File: src/rtl/segxlate_pkg.sv
// Shared types for the segment table address translator.
// Assumes: cause encodings are visible at the top-level port as raw bits.
package segxlate_pkg;

    typedef enum logic [1:0] {
        CAUSE_NONE     = 2'b00,
        CAUSE_BADSEG   = 2'b01,
        CAUSE_OVERFLOW = 2'b10
    } trap_cause_e;

    typedef enum logic [1:0] {
        ST_IDLE,
        ST_FETCH,
        ST_WAIT,
        ST_DONE
    } xl_state_e;

endpackage

File: src/rtl/seg_bound_chk.sv
// Decides whether a segment number lies inside the programmed table.
// Assumes: the length is one bit wider than the segment number, so a full table fits.
module seg_bound_chk #(
    parameter int SW = 8
) (
    input  logic [SW-1:0] seg,
    input  logic [SW:0]   tbl_len,
    output logic          legal
);
    // legal only when the segment index is below the table length
    always_comb legal = ({1'b0, seg} < tbl_len);
endmodule

File: src/rtl/seg_entry_addr.sv
// Forms the memory address of one descriptor from the table start and segment number.
// Assumes: ENTRY_BYTES is a power of two and SW < AW.
module seg_entry_addr #(
    parameter int AW          = 32,
    parameter int SW          = 8,
    parameter int ENTRY_BYTES = 8
) (
    input  logic [AW-1:0] tbl_base,
    input  logic [SW-1:0] seg,
    output logic [AW-1:0] entry_addr
);
    localparam int ENTRY_SHIFT = $clog2(ENTRY_BYTES);

    logic [AW-1:0] seg_ext;

    // widen the index, scale it by the descriptor size and add the table start
    always_comb begin
        seg_ext    = {{(AW-SW){1'b0}}, seg};
        entry_addr = tbl_base + (seg_ext << ENTRY_SHIFT);
    end
endmodule

File: src/rtl/seg_limit_chk.sv
// Checks an offset against a segment limit and forms the physical address.
// Assumes: OW <= AW; the sum wraps modulo 2^AW.
module seg_limit_chk #(
    parameter int AW = 32,
    parameter int OW = 16
) (
    input  logic [AW-1:0] seg_base,
    input  logic [AW-1:0] seg_limit,
    input  logic [OW-1:0] off,
    output logic          fits,
    output logic [AW-1:0] paddr
);
    logic [AW-1:0] off_ext;

    // offset must be strictly below the limit; address is base plus offset
    always_comb begin
        off_ext = {{(AW-OW){1'b0}}, off};
        fits    = (off_ext < seg_limit);
        paddr   = seg_base + off_ext;
    end
endmodule

File: src/rtl/segxlate_unit.sv
// Segment table address translator: holds the table start/length registers,
// sequences one descriptor fetch per legal request and reports result or trap.
// Assumes: one translation in flight; the memory returns one response per read;
// res_valid is a single-cycle pulse with no back-pressure.
module segxlate_unit
    import segxlate_pkg::*;
#(
    parameter int AW          = 32,
    parameter int SW          = 8,
    parameter int OW          = 16,
    parameter int ENTRY_BYTES = 8
) (
    input  logic            clk,
    input  logic            rst_n,
    input  logic            cfg_we,
    input  logic            cfg_sel,
    input  logic [AW-1:0]   cfg_wdata,
    input  logic            req_valid,
    output logic            req_ready,
    input  logic [SW-1:0]   req_seg,
    input  logic [OW-1:0]   req_off,
    output logic            mem_rd_valid,
    input  logic            mem_rd_ready,
    output logic [AW-1:0]   mem_rd_addr,
    input  logic            mem_rsp_valid,
    input  logic [2*AW-1:0] mem_rsp_data,
    output logic            res_valid,
    output logic            res_trap,
    output logic [1:0]      res_cause,
    output logic [AW-1:0]   res_paddr
);
    localparam int LW = SW + 1;

    xl_state_e   state_q;
    logic [AW-1:0] tbl_base_q;
    logic [LW-1:0] tbl_len_q;
    logic [SW-1:0] seg_q;
    logic [OW-1:0] off_q;
    logic          trap_q;
    trap_cause_e   cause_q;
    logic [AW-1:0] paddr_q;

    logic          seg_legal;
    logic          off_fits;
    logic [AW-1:0] sum_paddr;
    logic [AW-1:0] entry_addr;

    seg_bound_chk #(.SW(SW)) u_bound (
        .seg     (req_seg),
        .tbl_len (tbl_len_q),
        .legal   (seg_legal)
    );

    seg_entry_addr #(.AW(AW), .SW(SW), .ENTRY_BYTES(ENTRY_BYTES)) u_addr (
        .tbl_base   (tbl_base_q),
        .seg        (seg_q),
        .entry_addr (entry_addr)
    );

    seg_limit_chk #(.AW(AW), .OW(OW)) u_limit (
        .seg_base  (mem_rsp_data[AW-1:0]),
        .seg_limit (mem_rsp_data[2*AW-1:AW]),
        .off       (off_q),
        .fits      (off_fits),
        .paddr     (sum_paddr)
    );

    // programmable table start and length registers
    always_ff @(posedge clk) begin
        if (!rst_n) begin
            tbl_base_q <= '0;
            tbl_len_q  <= '0;
        end else if (cfg_we) begin
            if (cfg_sel) tbl_len_q  <= cfg_wdata[LW-1:0];
            else         tbl_base_q <= cfg_wdata;
        end
    end

    // request capture, descriptor fetch sequencing and result formation
    always_ff @(posedge clk) begin
        if (!rst_n) begin
            state_q <= ST_IDLE;
            seg_q   <= '0;
            off_q   <= '0;
            trap_q  <= 1'b0;
            cause_q <= CAUSE_NONE;
            paddr_q <= '0;
        end else begin
            case (state_q)
                ST_IDLE: if (req_valid) begin
                    seg_q <= req_seg;
                    off_q <= req_off;
                    if (seg_legal) begin
                        state_q <= ST_FETCH;
                    end else begin
                        trap_q  <= 1'b1;
                        cause_q <= CAUSE_BADSEG;
                        paddr_q <= '0;
                        state_q <= ST_DONE;
                    end
                end
                ST_FETCH: if (mem_rd_ready) state_q <= ST_WAIT;
                ST_WAIT: if (mem_rsp_valid) begin
                    trap_q  <= !off_fits;
                    cause_q <= off_fits ? CAUSE_NONE : CAUSE_OVERFLOW;
                    paddr_q <= off_fits ? sum_paddr : '0;
                    state_q <= ST_DONE;
                end
                default: state_q <= ST_IDLE;
            endcase
        end
    end

    // handshake and result outputs
    always_comb begin
        req_ready    = (state_q == ST_IDLE);
        mem_rd_valid = (state_q == ST_FETCH);
        mem_rd_addr  = entry_addr;
        res_valid    = (state_q == ST_DONE);
        res_trap     = trap_q;
        res_cause    = cause_q;
        res_paddr    = paddr_q;
    end


    badseg_no_fetch_chk: assert property (@(posedge clk) disable iff (!rst_n)
        (req_valid && req_ready && ({1'b0, req_seg} >= tbl_len_q))
        |=> (!mem_rd_valid && res_valid && res_trap && res_cause == CAUSE_BADSEG));


    rd_hold_chk: assert property (@(posedge clk) disable iff (!rst_n)
        (mem_rd_valid && !mem_rd_ready) |=> (mem_rd_valid && $stable(mem_rd_addr)));


    res_pulse_chk: assert property (@(posedge clk) disable iff (!rst_n)
        res_valid |=> (!res_valid && req_ready));


    busy_ready_chk: assert property (@(posedge clk) disable iff (!rst_n)
        (req_valid && req_ready) |=> !req_ready);


    trap_cause_chk: assert property (@(posedge clk) disable iff (!rst_n)
        (res_valid && res_trap) |-> (res_cause != CAUSE_NONE && res_paddr == '0));


    ok_cause_chk: assert property (@(posedge clk) disable iff (!rst_n)
        (res_valid && !res_trap) |-> (res_cause == CAUSE_NONE));

endmodule

File: config.mk
export PLATFORM = sky130hd
export DESIGN_NAME = segxlate_unit
export DESIGN_NICKNAME = d
export VERILOG_FILES = /design/src/rtl/segxlate_pkg.sv /design/src/rtl/seg_bound_chk.sv /design/src/rtl/seg_entry_addr.sv /design/src/rtl/seg_limit_chk.sv /design/src/rtl/segxlate_unit.sv
export SDC_FILE = /design/constraint.sdc
export NUM_CORES = 1
export LEC_CHECK = 0
export ABC_AREA = 1
export BUFFER_PORTS_ARGS = -buffer_cell sky130_fd_sc_hd__buf_2
export CAP_MARGIN = 0
export CORE_UTILIZATION = 40
export CTS_CLUSTER_SIZE = 24
export DETAILED_ROUTE_END_ITERATION = 10
export PLACE_DENSITY = 0.64
export SLEW_MARGIN = 10
export SYNTH_ARGS = -nofsm -noshare
export SYNTH_HDL_FRONTEND = slang
export SYNTH_SLANG_ARGS = --single-unit
File: constraint.sdc
create_clock -name clk -period 3.35 [get_ports clk]
set_input_delay 0.1675 -clock clk [delete_from_list [all_inputs] [get_ports clk]]
set_output_delay 0.1675 -clock clk [all_outputs]
set_load 0.03 [all_outputs]
==> summary.txt <==
Power and ir drop
  • Leak: 0.00442 uW
  • Max VDD drop: 0.260 mV
  • Power per cell area: 571 nW/um2

Yosys
  • Sequential cell area fraction in the yosys report: 0.293
  • Yosys cell types: 34
  • Synth top area cells: dfxtp_1, nand2_1, nor2_1
  • Synth Register Bits: 102
  • Mapped cell area: 6970 um2
  • Largest area contributor in the netlist: dfxtp_1
  • Synth Warn #: 0
  • Post-synth top area share: 0.293
  • Cell count after synthesis: 1,098
  • Net count after synthesis: 1,278
  • Syn Area/Cell: 6.35 um2

Layout
  • P&R area growth vs syn: 20.6%
  • Final non-filler cell total: 1,502
  • Multi-input logic area: 4150 um2
  • Register area: 2040 um2
  • Antenna cells: 0
  • Fillers: 1,814
  • Fin nets: 1,458
  • Most common cell after layout, fill and taps aside: nand2_1
  • Layout cells sized above 1: 0.186
  • Commonest non-fill, non-tap cells in the layout: nand2_1, buf_2, nor2_1

Clock tree
  • Clock transition at path regs: 0.07 ns
  • Clk sinks: 102
  • Clock Path Buffers: 2
  • Setup bufs post-CTS: 0
  • CTS Root Cell: clkbuf_16
  • Worst skew pair latency: 0.35 ns
  • CTS Buf Count: 9
  • H-tree Lvls: 3
  • CTS tree: done
  • Hold_buf cts: 0
  • CTS resizes: 0

Drt
  • ANT nets after route: 0
  • Via count: 7,330
  • Drt total wl: 20.8 mm
  • Number of detailed-route iterations in the first pass: 5
  • Vias per cell: 4.88
  • DRT iter0 DRCs: 293
  • Routed WL per cell: 13.9 um
  • DRC violations left: 0

Worst setup path
  • WS Path Type: reg -> out
  • Crit path from: tbl_base_q[3]
  • RR Startpoint: state_q[1]
  • Flop2flop setup slack: 1.03 ns
  • CP Capture Type: primary output
  • Worst endpoint data arrival time: 2.57 ns
  • Critical path peak fanout: 3
  • CP startpoint kind: flop
  • Critical Path RT: 3.18 ns

Placement
  • Port bufs: 196
  • Dpl cells: 1,487
  • Final GP Congestion: 0.934
  • Detailed placement HPWL: 16.4 mm
  • Setup WS pre-CTS: 0.980 ns

Floorplanning
  • CORE AREA: 16,800 um2
  • Core Rows: 47
  • Die ar.: 18,000 um2
  • Die W: 134 um
  • Initial Util: 0.415
  • Die Height: 134 um
  • Num ports: 197

Global routing
  • Number of global-route vias before repair: 6,983
  • Gr ovfl total: 0
  • Antenna violations before repair: 0
  • Largest net degree at the start of global routing: 66
  • Global-route wire length before repair: 33.4 mm
  • Total GRT Usage: 0.235

Timing
  • RSZ-0062 raised after global routing: false
  • Setup TNS: 0 ns
  • Clk_skew: 0.00620 ns
  • Fin crit period: 2.74 ns
  • Normalized max-slew margin: 0.272
  • Fmax: 365 MHz
  • Final worst setup slack: 0.613 ns
  • Final setup viols: 0
  • Period utilization: 0.817
  • Hold Fails Final Rpt: 0
  • Final max-slew violation count: 0
  • Worst-Margin Slew: 1.09 ns
  • Worst hold margin: 0.0335 ns

Min path
  • Hold_sp: cfg_wdata[30]
  • HP Class: in -> reg

Status
  • Status: finished, final reports clean

Flow run
  • Max-cap violations: 0
==> through the flow <==
step / cell area [um2] / power, uW / util
floorplan: 6970 / 3140 / -
global placement: 8120 / 3720 / 0.483
detailed placement: 8120 / 3740 / 0.483
CTS: 8410 / 4820 / 0.500
global route: 8410 / 5140 / 0.500
finish: 8410 / 4800 / 0.500
==> kinds of logic after synthesis <==
| logic type | synth area share |
|---|---|
| simple gates | 0.336 |
| buf+inv | 0.111 |
| compound gates | 0.118 |
| flops | 0.293 |
| fa+ha+maj | 0.0973 |
| xor+xnor | 0.0440 |
==> synth_stat cells <==
master and count:
nor2_1 175, buf_1 5, nor3_2 1, nor3_4 1
nand4_1 34, nand3_1 29, nor3_1 19, nand2_1 262
o21ai_2 1, buf_4 3, clkbuf_1 21, xor2_1 27
nor2_2 3, o21ai_0 70, xnor2_1 8, o21bai_1 1
or2_1 5, nand3b_1 17, o21bai_2 1, inv_1 148
o211ai_1 2, o21ai_1 7, ha_1 51, a211oi_1 1
inv_2 11, nand2_2 1, fa_1 2, o22ai_1 2
nand3_2 1, a21oi_1 75, nor4_1 5, dfxtp_1 102
buf_6 4, buf_2 3
==> registers in the layout, indices dropped and copies added (netlist names) <==
signal / flops
res_paddr: 32
tbl_base_q: 32
off_q: 16
tbl_len_q: 9
seg_q: 8
res_cause: 2
state_q: 2
res_trap: 1
==> report_power, final <==
group          internal (uW)  switching, uW
logic                    683           1470
clock network            597            477
registers               1410            165
==> critical path, cell delays in order (launching register included) <==
cell and delay, ns:
dfxtp_1 0.31, ha_1 0.24, fa_1 0.41, nand3_1 0.10, nand2_1 0.08, a21oi_1 0.17
o21bai_2 0.10, a21oi_1 0.33, inv_1 0.07, nand2_1 0.08, xnor2_1 0.11, buf_2 0.21
==> final timing paths <==
check,end,depth (start not counted)
worst max-delay path,mem_rd_addr[25],11
worst max register to register,res_paddr[19],11
worst min register to register,tbl_len_q[0],2
worst min-delay path,tbl_base_q[30],3
==> layer usage <==
metal,share of wire,global-route usage
met3,0.053,0.0344
met1,0.47,0.305
met5,0,0
met4,0.025,0.0880
met2,0.45,0.393
==> area by class of cell <==
| class | count | share of cell area |
|---|---|---|
| clock inverters | 3 | 0.00536 |
| clock buffers | 12 | 0.0293 |
| flip-flops and latches | 102 | 0.243 |
| multi-input cells | 801 | 0.494 |
| well taps | 220 | 0.0327 |
| inverters | 159 | 0.0710 |
| repair buffers | 205 | 0.125 |
No activity file was read; power rests on OpenSTA's default activity.
